[config.mk]
export PLATFORM = sky130hd
export DESIGN_NAME = ipc_mailbox
export DESIGN_NICKNAME = d
export VERILOG_FILES = /design/src/rtl/ipc_mbx_pkg.sv /design/src/rtl/ipc_mbx_queue.sv /design/src/rtl/ipc_mbx_user.sv /design/src/rtl/ipc_mailbox.sv
export SDC_FILE = /design/constraint.sdc
export NUM_CORES = 1
export LEC_CHECK = 0
export ABC_AREA = 1
export CAP_MARGIN = 40
export CORE_ASPECT_RATIO = 0.9
export CORE_MARGIN = 3
export CORE_UTILIZATION = 38
export DETAILED_ROUTE_END_ITERATION = 10
export MAX_ROUTING_LAYER = met4
export PLACE_DENSITY = 0.6
export SLEW_MARGIN = 20
export SYNTH_ARGS = -nofsm -noshare
export SYNTH_HDL_FRONTEND = slang
export SYNTH_SLANG_ARGS = --single-unit
[constraint.sdc]
create_clock -name clk -period 5.3 [get_ports clk]
set_clock_uncertainty 0.05 [all_clocks]
set_input_delay 0.795 -clock clk [delete_from_list [all_inputs] [get_ports clk]]
set_output_delay 0.795 -clock clk [all_outputs]
set_load 0.05 [all_outputs]
[src/rtl/ipc_mbx_pkg.sv]
package ipc_mbx_pkg;

    localparam int ADDR_W = 12;
    localparam int IDX_W  = 8;

    typedef enum logic [2:0] {
        ACC_NONE,
        ACC_REV,
        ACC_MSG,
        ACC_FULL,
        ACC_CNT,
        ACC_STAT,
        ACC_ENSET,
        ACC_ENCLR
    } acc_kind_e;

    typedef struct packed {
        acc_kind_e          kind;
        logic [IDX_W-1:0]   idx;
    } acc_t;

    // Queue registers live below 0x100 (index in a[5:2]); user banks above (index in a[7:4]).
    function automatic acc_t decode_addr(input logic [ADDR_W-1:0] a, input int nq, input int nu);
        acc_t r;
        r.kind = ACC_NONE;
        r.idx  = '0;
        if (a[1:0] == 2'b00) begin
            if (a[11:8] == 4'h0) begin
                if (a[7:0] == 8'h00) begin
                    r.kind = ACC_REV;
                end else if (a[7:6] != 2'b00 && int'(a[5:2]) < nq) begin
                    r.idx = {4'b0000, a[5:2]};
                    case (a[7:6])
                        2'b01:   r.kind = ACC_MSG;
                        2'b10:   r.kind = ACC_FULL;
                        default: r.kind = ACC_CNT;
                    endcase
                end
            end else if (a[11:8] == 4'h1 && int'(a[7:4]) < nu) begin
                r.idx = {4'b0000, a[7:4]};
                case (a[3:2])
                    2'b01:   r.kind = ACC_STAT;
                    2'b10:   r.kind = ACC_ENSET;
                    2'b11:   r.kind = ACC_ENCLR;
                    default: r.kind = ACC_NONE;
                endcase
            end
        end
        return r;
    endfunction

endpackage

[src/rtl/ipc_mbx_queue.sv]
module ipc_mbx_queue #(
    parameter int DW    = 32,
    parameter int DEPTH = 4,
    localparam int PW   = (DEPTH > 1) ? $clog2(DEPTH) : 1,
    localparam int CW   = $clog2(DEPTH + 1)
) (
    input  logic          clk,
    input  logic          rst,
    input  logic          push,
    input  logic          pop,
    input  logic [DW-1:0] wdata,
    output logic [DW-1:0] head,
    output logic [CW-1:0] count,
    output logic          full
);

    logic [DW-1:0] mem [DEPTH];
    logic [PW-1:0] wr_ptr, rd_ptr;
    logic          do_push, do_pop;

    assign full    = (count == CW'(DEPTH));
    assign do_push = push && !full;
    assign do_pop  = pop && (count != '0);
    assign head    = mem[rd_ptr];

    function automatic logic [PW-1:0] bump(input logic [PW-1:0] p);
        return (p == PW'(DEPTH - 1)) ? '0 : p + 1'b1;
    endfunction

    always_ff @(posedge clk) begin
        if (do_push) mem[wr_ptr] <= wdata;
    end

    always_ff @(posedge clk) begin
        if (rst) begin
            wr_ptr <= '0;
            rd_ptr <= '0;
            count  <= '0;
        end else if (do_push) begin
            wr_ptr <= bump(wr_ptr);
            count  <= count + 1'b1;
        end else if (do_pop) begin
            rd_ptr <= bump(rd_ptr);
            count  <= count - 1'b1;
        end
    end

endmodule

[src/rtl/ipc_mbx_user.sv]
module ipc_mbx_user #(
    parameter int NQ = 4,
    localparam int EVW = 2 * NQ
) (
    input  logic           clk,
    input  logic           rst,
    input  logic [EVW-1:0] evt,
    input  logic [EVW-1:0] w1c,
    input  logic [EVW-1:0] en_set,
    input  logic [EVW-1:0] en_clr,
    input  logic [NQ-1:0]  nonempty,
    output logic [EVW-1:0] stat,
    output logic [EVW-1:0] en,
    output logic           irq
);

    logic [EVW-1:0] keep;

    // Arrival events of a queue that still holds data refuse to be cleared.
    always_comb begin
        for (int m = 0; m < NQ; m++) begin
            keep[2*m]     = nonempty[m];
            keep[2*m + 1] = 1'b0;
        end
    end

    always_ff @(posedge clk) begin
        if (rst) begin
            stat <= '0;
            en   <= '0;
        end else begin
            stat <= (stat & ~(w1c & ~keep)) | evt;
            en   <= (en | en_set) & ~en_clr;
        end
    end

    assign irq = |(stat & en);

endmodule

[src/rtl/ipc_mailbox.sv]
module ipc_mailbox
    import ipc_mbx_pkg::*;
#(
    parameter int          NUM_Q = 4,
    parameter int          NUM_U = 2,
    parameter int          DEPTH = 4,
    parameter int          DW    = 32,
    parameter logic [31:0] REV   = 32'h0000_0400
) (
    input  logic              clk,
    input  logic              rst,
    input  logic              bus_sel,
    input  logic              bus_wr,
    input  logic [ADDR_W-1:0] bus_addr,
    input  logic [DW-1:0]     bus_wdata,
    output logic [DW-1:0]     bus_rdata,
    output logic [NUM_U-1:0]  irq
);

    localparam int CW  = $clog2(DEPTH + 1);
    localparam int EVW = 2 * NUM_Q;

    acc_t acc;
    logic wr_acc, rd_acc;

    assign acc    = decode_addr(bus_addr, NUM_Q, NUM_U);
    assign wr_acc = bus_sel && bus_wr;
    assign rd_acc = bus_sel && !bus_wr;

    logic [NUM_Q-1:0]    q_push, q_pop, q_full, q_nonempty;
    logic [DW-1:0]       q_head  [NUM_Q];
    logic [CW-1:0]       q_count [NUM_Q];
    logic [NUM_Q*CW-1:0] cnt_flat;
    logic [EVW-1:0]      evt;

    for (genvar m = 0; m < NUM_Q; m++) begin : g_q
        assign q_push[m] = wr_acc && acc.kind == ACC_MSG && acc.idx == IDX_W'(m);
        assign q_pop[m]  = rd_acc && acc.kind == ACC_MSG && acc.idx == IDX_W'(m);

        ipc_mbx_queue #(.DW(DW), .DEPTH(DEPTH)) u_queue (
            .clk   (clk),
            .rst   (rst),
            .push  (q_push[m]),
            .pop   (q_pop[m]),
            .wdata (bus_wdata),
            .head  (q_head[m]),
            .count (q_count[m]),
            .full  (q_full[m])
        );

        assign q_nonempty[m]         = (q_count[m] != '0);
        assign cnt_flat[m*CW +: CW]  = q_count[m];
        assign evt[2*m]              = q_push[m] && !q_full[m];
        assign evt[2*m + 1]          = q_pop[m] && q_full[m];
    end

    logic [EVW-1:0]       u_stat [NUM_U];
    logic [EVW-1:0]       u_en   [NUM_U];
    logic [NUM_U*EVW-1:0] stat_flat, en_flat, en_set_flat;

    for (genvar u = 0; u < NUM_U; u++) begin : g_u
        logic hit;
        logic [EVW-1:0] w1c, set_m, clr_m;

        assign hit   = wr_acc && acc.idx == IDX_W'(u);
        assign w1c   = (hit && acc.kind == ACC_STAT)  ? bus_wdata[EVW-1:0] : '0;
        assign set_m = (hit && acc.kind == ACC_ENSET) ? bus_wdata[EVW-1:0] : '0;
        assign clr_m = (hit && acc.kind == ACC_ENCLR) ? bus_wdata[EVW-1:0] : '0;

        ipc_mbx_user #(.NQ(NUM_Q)) u_user (
            .clk      (clk),
            .rst      (rst),
            .evt      (evt),
            .w1c      (w1c),
            .en_set   (set_m),
            .en_clr   (clr_m),
            .nonempty (q_nonempty),
            .stat     (u_stat[u]),
            .en       (u_en[u]),
            .irq      (irq[u])
        );

        assign stat_flat[u*EVW +: EVW]   = u_stat[u];
        assign en_flat[u*EVW +: EVW]     = u_en[u];
        assign en_set_flat[u*EVW +: EVW] = set_m;
    end

    logic [DW-1:0] rd_val;

    always_comb begin
        rd_val = '0;
        case (acc.kind)
            ACC_REV: rd_val = DW'(REV);
            ACC_MSG, ACC_FULL, ACC_CNT: begin
                for (int m = 0; m < NUM_Q; m++) begin
                    if (acc.idx == IDX_W'(m)) begin
                        if (acc.kind == ACC_MSG)
                            rd_val = q_nonempty[m] ? q_head[m] : '0;
                        else if (acc.kind == ACC_FULL)
                            rd_val = DW'(q_full[m]);
                        else
                            rd_val = DW'(q_count[m]);
                    end
                end
            end
            ACC_STAT, ACC_ENSET, ACC_ENCLR: begin
                for (int u = 0; u < NUM_U; u++) begin
                    if (acc.idx == IDX_W'(u))
                        rd_val = (acc.kind == ACC_STAT) ? DW'(u_stat[u]) : DW'(u_en[u]);
                end
            end
            default: rd_val = '0;
        endcase
    end

    always_ff @(posedge clk) begin
        if (rst)         bus_rdata <= '0;
        else if (rd_acc) bus_rdata <= rd_val;
    end

endmodule

==> results of run 1 <==
## Yosys cell counts, types with 12 or more instances
master,instances,area [µm²]
sky130_fd_sc_hd__buf_2,16,80.1
sky130_fd_sc_hd__o2111ai_1,24,210
sky130_fd_sc_hd__nand2_1,352,1320
sky130_fd_sc_hd__nand3_1,78,390
sky130_fd_sc_hd__edfxtp_1,512,15400
sky130_fd_sc_hd__nor2_1,188,706
sky130_fd_sc_hd__a21oi_1,176,881
sky130_fd_sc_hd__o211ai_1,12,90.1
sky130_fd_sc_hd__inv_1,89,334
sky130_fd_sc_hd__o22ai_1,60,375
sky130_fd_sc_hd__nor3_1,13,65.1
sky130_fd_sc_hd__clkbuf_1,86,323
sky130_fd_sc_hd__dfxtp_1,100,2000
sky130_fd_sc_hd__inv_2,12,45.0
sky130_fd_sc_hd__a32o_1,49,490
sky130_fd_sc_hd__o21ai_0,214,1070
sky130_fd_sc_hd__ha_1,22,275
## worst min-delay path: cells and delay by family, from the launching register on
family	cells	cell delay, ns
AOI/OAI and AO/OA	1	0.05
DFF	1	0.31
and+or+nand+nor	1	0.06
## area by class of cell
class | count | area (µm²) | area share [%]
flip-flops and latches | 612 | 17400 | 59.6
multi-input cells | 1290 | 6930 | 23.8
clock buffers | 72 | 1610 | 5.51
repair buffers | 137 | 1420 | 4.85
well taps | 855 | 1070 | 3.67
inverters | 107 | 408 | 1.40
clock inverters | 39 | 357 | 1.22
diodes | 1 | 2.50 | 0.00858
## path summary, 6_finish.rpt
| check | startpoint | to | slack [ns] |
|---|---|---|---|
| worst max register to register | g_q[1].u_queue.count[0]$_SDFFE_PP0P_ | bus_rdata[4]$_SDFFE_PP0P_ | 2.43 |
| worst min register to register | bus_rdata[27]$_SDFFE_PP0P_ | bus_rdata[27]$_SDFFE_PP0P_ | 0.42 |
| worst min-delay path | bus_rdata[27]$_SDFFE_PP0P_ | bus_rdata[27]$_SDFFE_PP0P_ | 0.42 |
| worst max-delay path | bus_addr[7] | g_q[0].u_queue.mem[0][23]$_DFFE_PP_ | 1.39 |
## cell families after synthesis
| logic type | after synthesis |
|---|---|
| and+or+nand+nor | 677 |
| DFF | 612 |
| AOI/OAI and AO/OA | 583 |
| buffers and inverters | 226 |
| adders and majority gates | 26 |
| muxes | 4 |
## routing by layer
metal  part of all wire, %  up-vias  track usage, %
met4                   3.1        0            6.62
li1                      -     7912               -
met2                    48      669            31.2
met5                     0        -               -
met1                    43     8465            26.0
met3                   6.5      113            2.81
## sequential cells by signal (all words and copies together) (netlist names), named ones only
name,cells
g_q.u_queue.rd_ptr,8
g_u.u_user.stat,16
g_q.u_queue.mem,512
g_u.u_user.en,16
bus_rdata,32
g_q.u_queue.count,12
g_q.u_queue.wr_ptr,8
## per-stage QoR
stage / worst slack, ns / power (mW) / hold WS, ns / std cells
6_report: 1.39 / 9.64 / 0.418 / 3113
5_1_grt: 1.16 / 9.92 / 0.434 / 3113
4_1_cts: 1.44 / 9.71 / 0.421 / 3106
3_5_place_dp: 0.782 / 5.51 / 0.409 / 2995
3_3_place_gp: 0.902 / 5.50 / 0.407 / 2980
2_1_floorplan: 1.24 / 5.36 / 0.394 / 2128
## power by group through the flow
stage               clock network, mW  logic [mW]  registers [mW]
floorplan                           0      0.0425            5.32
global placement                    0       0.187            5.31
detailed placement                  0       0.198            5.31
CTS                              4.30       0.199            5.21
global route                     4.50       0.213            5.21
finish                           4.23       0.200            5.21
==> flow_summary_export.csv, run 1 <==
group,metric,value,unit
clock_tree,clock_tree_from_tritoncts,"yes",
clock_tree,worstSkewPairLatency,0.64,ns
placed_design,dpl.hpwl,44200,µm
critical_path,timing.critical_path.max_delay_family,"simple AND/OR/NAND/NOR gates",
synth,synth.mux.area_fraction,0.179,%
clock_tree,cts-resized-gates,0,
critical_path,timing.critical_path.slowest_cell_delay,0.56,ns
synth,synth_area_per_cell,11.8,µm²
placed_design,post_dp_cell_area,27100,µm²
synth,synthesis.nets,2202,
die,fp.dieArea,69200,µm²
critical_path,crit_path_kind,"in -> reg",
clock_tree,cts_num_sinks,612,
synth,synth_compound_area_share,13.9,%
synth,post_synth_inst_count,2128,
pwr,internal-power,7.67,mW
critical_path,worst_r2r_path_depth,8,
die,io_pins,82,
pwr,power_switching_share,20.5,%
synth,yosys.area_share.adder,1.41,%
pwr,power.share.sequential,54.0,%
run,max-cap-violations,0,
clock_tree,cts.repair_timing.setup_buffer_count,0,
synth,synth-edff-count,512,
drt,drt_first_iter_violations,1872,
synth,ys_seq_elements,612,
cells_and_area,final_core_utilization,45.1,%
synth,yosys_warnings,0,
cells_and_area,most-common-layout-cells,"sky130_fd_sc_hd__edfxtp_1 (512), sky130_fd_sc_hd__nand2_1 (352), sky130_fd_sc_hd__o21ai_0 (214)",
synth,synthesis.area,25100,µm²
global_routing,antenna_found_initial,1,
clock_tree,clock_tree.root_cell,"sky130_fd_sc_hd__clkbuf_16",
sta,setup-violations-final,0,
pwr,pwr_density_cell,331,nW/µm²
cells_and_area,most_frequent_standard_cell_in_the_layout_excluding_fill_and_tap_cells,"sky130_fd_sc_hd__edfxtp_1",
critical_path,worst_ep_arrival_time,4.18,ns
synth,async_reset_ff_share,0,%
critical_path,crit_top_cell,"sky130_fd_sc_hd__nor2_4",
drt,antenna_violating_nets_post_route,0,
critical_path,crit_chain,"clkdlybuf4s50_1 > inv_1 > ha_1 > nand2_1 > nor2_4 > o2111ai_1 > nand2_2 > nor2_2 > inv_2 > nor2_4 > nand3_2 > nor2_4 > buf_4",
synth,synthXorXnorAreaFrac,0,%
drt,firstDrtPassIters,6,
pwr,switching_power,1.98,mW
placed_design,buffer_ports.inserted,81,
clock_tree,ctsHoldBuffers,0,
die,num_rows,88,
sta,final_min_period_over_clock_period,73.8,%
critical_path,timing.critical_path.depth,13,
cells_and_area,final.fill_count,5846,
critical_path,worstPathMaxFanout,15,
sta,post-route-min-period,3.91,ns
critical_path,crit_path_start_kind,"input pin",
sta,finalMaxSlewViolations,0,
drt,dr_total_vias,17200,
global_routing,grt.total_usage,19.7,%
drt,routed_wirelength,68200,µm
clock_tree,clk_pin_slew,0.06,ns
clock_tree,buffer_levels_on_the_longest_clock_path,3,
drt,routed_wire_length_per_instance,21.9,µm
critical_path,end_kind,"flop",
synth,dominant_combinational_cell_family_by_area_after_synthesis,"compound AO/OA/AOI/OAI gates",
sta,max_freq,256,MHz
placed_design,gp_routability_congestion,0.905,
cells_and_area,finish.net_count,2282,
sta,tns,0,ns
clock_tree,numCtsBuffers,60,
critical_path,worst-path-buf-inv,4,
drt,vias_per_cell,5.51,
die,core,64700,µm²
die,floorplan.initialDensity,38.8,%
status,run_status,"finished clean",
die,floorplan.die.width,277,µm
global_routing,grt_first_pass_wirelength,102000,µm
cells_and_area,post_route_cell_area,29200,µm²
drt,drc_errors,0,
synth,synth.distinct_cells,56,
pwr,vdd_drop_max,0.207,mV
global_routing,first_global_vias,16200,
clock_tree,h-tree-depth,2,
critical_path,cpMaxStageDelayCell,"sky130_fd_sc_hd__nor2_4",
cells_and_area,syn_to_final_growth,16.1,%
die,die_h,250,µm
global_routing,grt_max_degree,67,
synth,synth-simple-area-share,11.6,%
cells_and_area,final_layout_size_suffix_gt1_share,10.4,%
worst_hold_path,hold-path-cell-count,2,
pwr,clockPowerShare,43.9,%
synth,synth_seq_area_share,69.2,%
pwr,leakage,9.90,nW
pwr,power.combinational.fraction,2.1,%
sta,slew-limit-headroom,43.5,%
synth,primary_ff_master_synth,"sky130_fd_sc_hd__edfxtp_1",
critical_path,timing.critical_path.required,5.57,ns
sta,rsz_0062_raised_after_global_routing,"false",
sta,max_slew.worst_pin.slew,0.844,ns
global_routing,grt.overflow.total,0,
sta,hold_fails_final_rpt,0,
worst_hold_path,hold_path.class,"reg -> reg",
(Power assumes the default switching activity.)
==> run 2: changes to the inputs <==
PLACE_DENSITY = 0.62   (was 0.6)
clock period = 3.25 ns   (was 5.3 ns; I/O delays follow)
==> flow_summary_export.csv, run 2 (same netlist as run 1, synthesis figures left out) <==
group,metric,value,unit
clock_tree,cts.repair_timing.setup_buffer_count,0,
critical_path,crit_path_start_kind,"flop",
cells_and_area,biggestRegsByFlops,"g_q.u_queue.mem x512, bus_rdata x32",
cells_and_area,antenna_cells_inserted,0,
drt,drc_errors,0,
sta,post-route-min-period,2.81,ns
drt,antenna_violating_nets_post_route,0,
pwr,vdd_drop_max,0.434,mV
clock_tree,clock_tree_from_tritoncts,"yes",
die,io_pins,82,
die,core,64700,µm²
drt,routed_wirelength,70800,µm
sta,rsz_0062_raised_after_global_routing,"false",
clock_tree,cts-resized-gates,0,
cells_and_area,final_layout_size_suffix_gt1_share,13.1,%
drt,dr_total_vias,17400,
placed_design,dpl.hpwl,45500,µm
critical_path,worstPathMaxFanout,3,
pwr,leakage,10.3,nW
run,max-cap-violations,0,
global_routing,grt_first_pass_wirelength,107000,µm
clock_tree,h-tree-depth,2,
global_routing,antenna_found_initial,0,
die,fp.dieArea,69200,µm²
die,floorplan.initialDensity,38.8,%
drt,firstDrtPassIters,6,
clock_tree,buffer_levels_on_the_longest_clock_path,3,
drt,drt_first_iter_violations,1609,
drt,vias_per_cell,5.47,
global_routing,grt.overflow.total,0,
placed_design,buffer_ports.inserted,81,
global_routing,grt.total_usage,20.8,%
sta,tns,0,ns
critical_path,crit_path_kind,"reg -> out",
sta,slew-limit-headroom,44.2,%
clock_tree,cts_num_sinks,612,
sta,finalMaxSlewViolations,0,
critical_path,worst_ep_arrival_time,2.27,ns
status,run_status,"finished clean",
clock_tree,worstSkewPairLatency,0.63,ns
critical_path,timing.critical_path.required,2.71,ns
placed_design,gp_routability_congestion,0.867,
sta,setup_slack,0.443,ns
sta,max_freq,356,MHz
cells_and_area,largest_register,"g_q.u_queue.mem",
die,num_rows,88,
global_routing,grt_max_degree,66,
placed_design,place_worst_setup_slack,-0.183,ns
cells_and_area,final_cell_count_without_fillers,3188,
worst_hold_path,hold_path.class,"reg -> reg",
placed_design,numPlacedInstances,3074,
clock_tree,clock_tree.root_cell,"sky130_fd_sc_hd__clkbuf_16",
global_routing,first_global_vias,17300,
cells_and_area,finish.net_count,2356,
clock_tree,numCtsBuffers,60,
cells_and_area,syn_to_final_growth,19.1,%
die,floorplan.die.width,277,µm
cells_and_area,final.fill_count,5836,
sta,max_slew.worst_pin.slew,0.836,ns
cells_and_area,largest_reg_flops,512,
pwr,pwr_density_cell,524,nW/µm²
critical_path,end_kind,"primary output",
clock_tree,ctsHoldBuffers,0,
drt,routed_wire_length_per_instance,22.2,µm
cells_and_area,most_frequent_standard_cell_in_the_layout_excluding_fill_and_tap_cells,"sky130_fd_sc_hd__edfxtp_1",
cells_and_area,most-common-layout-cells,"sky130_fd_sc_hd__edfxtp_1 (512), sky130_fd_sc_hd__nand2_1 (352), sky130_fd_sc_hd__o21ai_0 (214)",
sta,setup-violations-final,0,
die,die_h,250,µm
sta,hold_fails_final_rpt,0,
clock_tree,clk_pin_slew,0.06,ns
sta,final_min_period_over_clock_period,86.4,%
-- run 2: cell count changes in the layout (fill, tap and decap cells not counted), sizes merged --
cell / delta
clkinv: -5
bufinv: +1
clkinvlp: -1
inv: +2
buf: +74
clkbuf: +5
diode: -1
-- run 2: where the power goes --
| part | switching, mW | leakage (nW) | total [mW] | internal [mW] |
|---|---|---|---|---|
| clock network | 2.96 | 0.934 | 6.86 | 3.90 |
| logic | 0.221 | 3.93 | 0.311 | 0.0896 |
| registers | 0.00360 | 5.41 | 8.50 | 8.49 |
-- run 2: area by class of cell --
type / count / area [µm²] / area share (%)
Clock inverter: 36 / 353 / 1.18
Clock buffer: 77 / 1580 / 5.27
Multi-Input combinational cell: 1290 / 6930 / 23.2
Tap cell: 855 / 1070 / 3.58
Inverter: 107 / 408 / 1.36
Sequential cell: 612 / 17400 / 58.1
Timing Repair Buffer: 211 / 2180 / 7.30
-- run 2: worst paths after layout --
path,start,end,slack [ns],depth (start not counted)
worst max-delay path,g_u[1].u_user.stat[3]$_SDFF_PP0_,irq[1],0.44,4
worst max register to register,g_q[1].u_queue.count[0]$_SDFFE_PP0P_,bus_rdata[3]$_SDFFE_PP0P_,0.54,9
worst min register to register,bus_rdata[27]$_SDFFE_PP0P_,bus_rdata[27]$_SDFFE_PP0P_,0.42,2
worst min-delay path,bus_rdata[27]$_SDFFE_PP0P_,bus_rdata[27]$_SDFFE_PP0P_,0.42,2
-- run 2: metal layers --
metal  part of all wire, %  vias to the layer above  global-route usage (%)
li1                      -                     8055                       -
met1                    44                     8652                    28.0
met2                    46                      604                    32.7
met3                   6.6                      121                    3.30
met4                   3.3                        0                    6.45
met5                     0                        -                       -
-- run 2: through the flow --
stage	total power [mW]	hold slack (ns)	instance area (µm²)	utilization, %
final	15.7	0.417	29900	46.2
after global placement	8.96	0.405	27900	43.2
after detailed placement	8.97	0.413	28000	43.2
after floorplan	8.75	0.394	25200	-
after global routing	16.2	0.439	29900	46.2
after CTS	15.8	0.421	29900	46.2
-- run 2: worst max-delay path: stages, from the launching register on --
cell and delay (ns):
sky130_fd_sc_hd__dfxtp_1 0.32, sky130_fd_sc_hd__a22o_1 0.23, sky130_fd_sc_hd__a221oi_1 0.25, sky130_fd_sc_hd__nand3_1 0.12, sky130_fd_sc_hd__clkdlybuf4s50_1 0.72
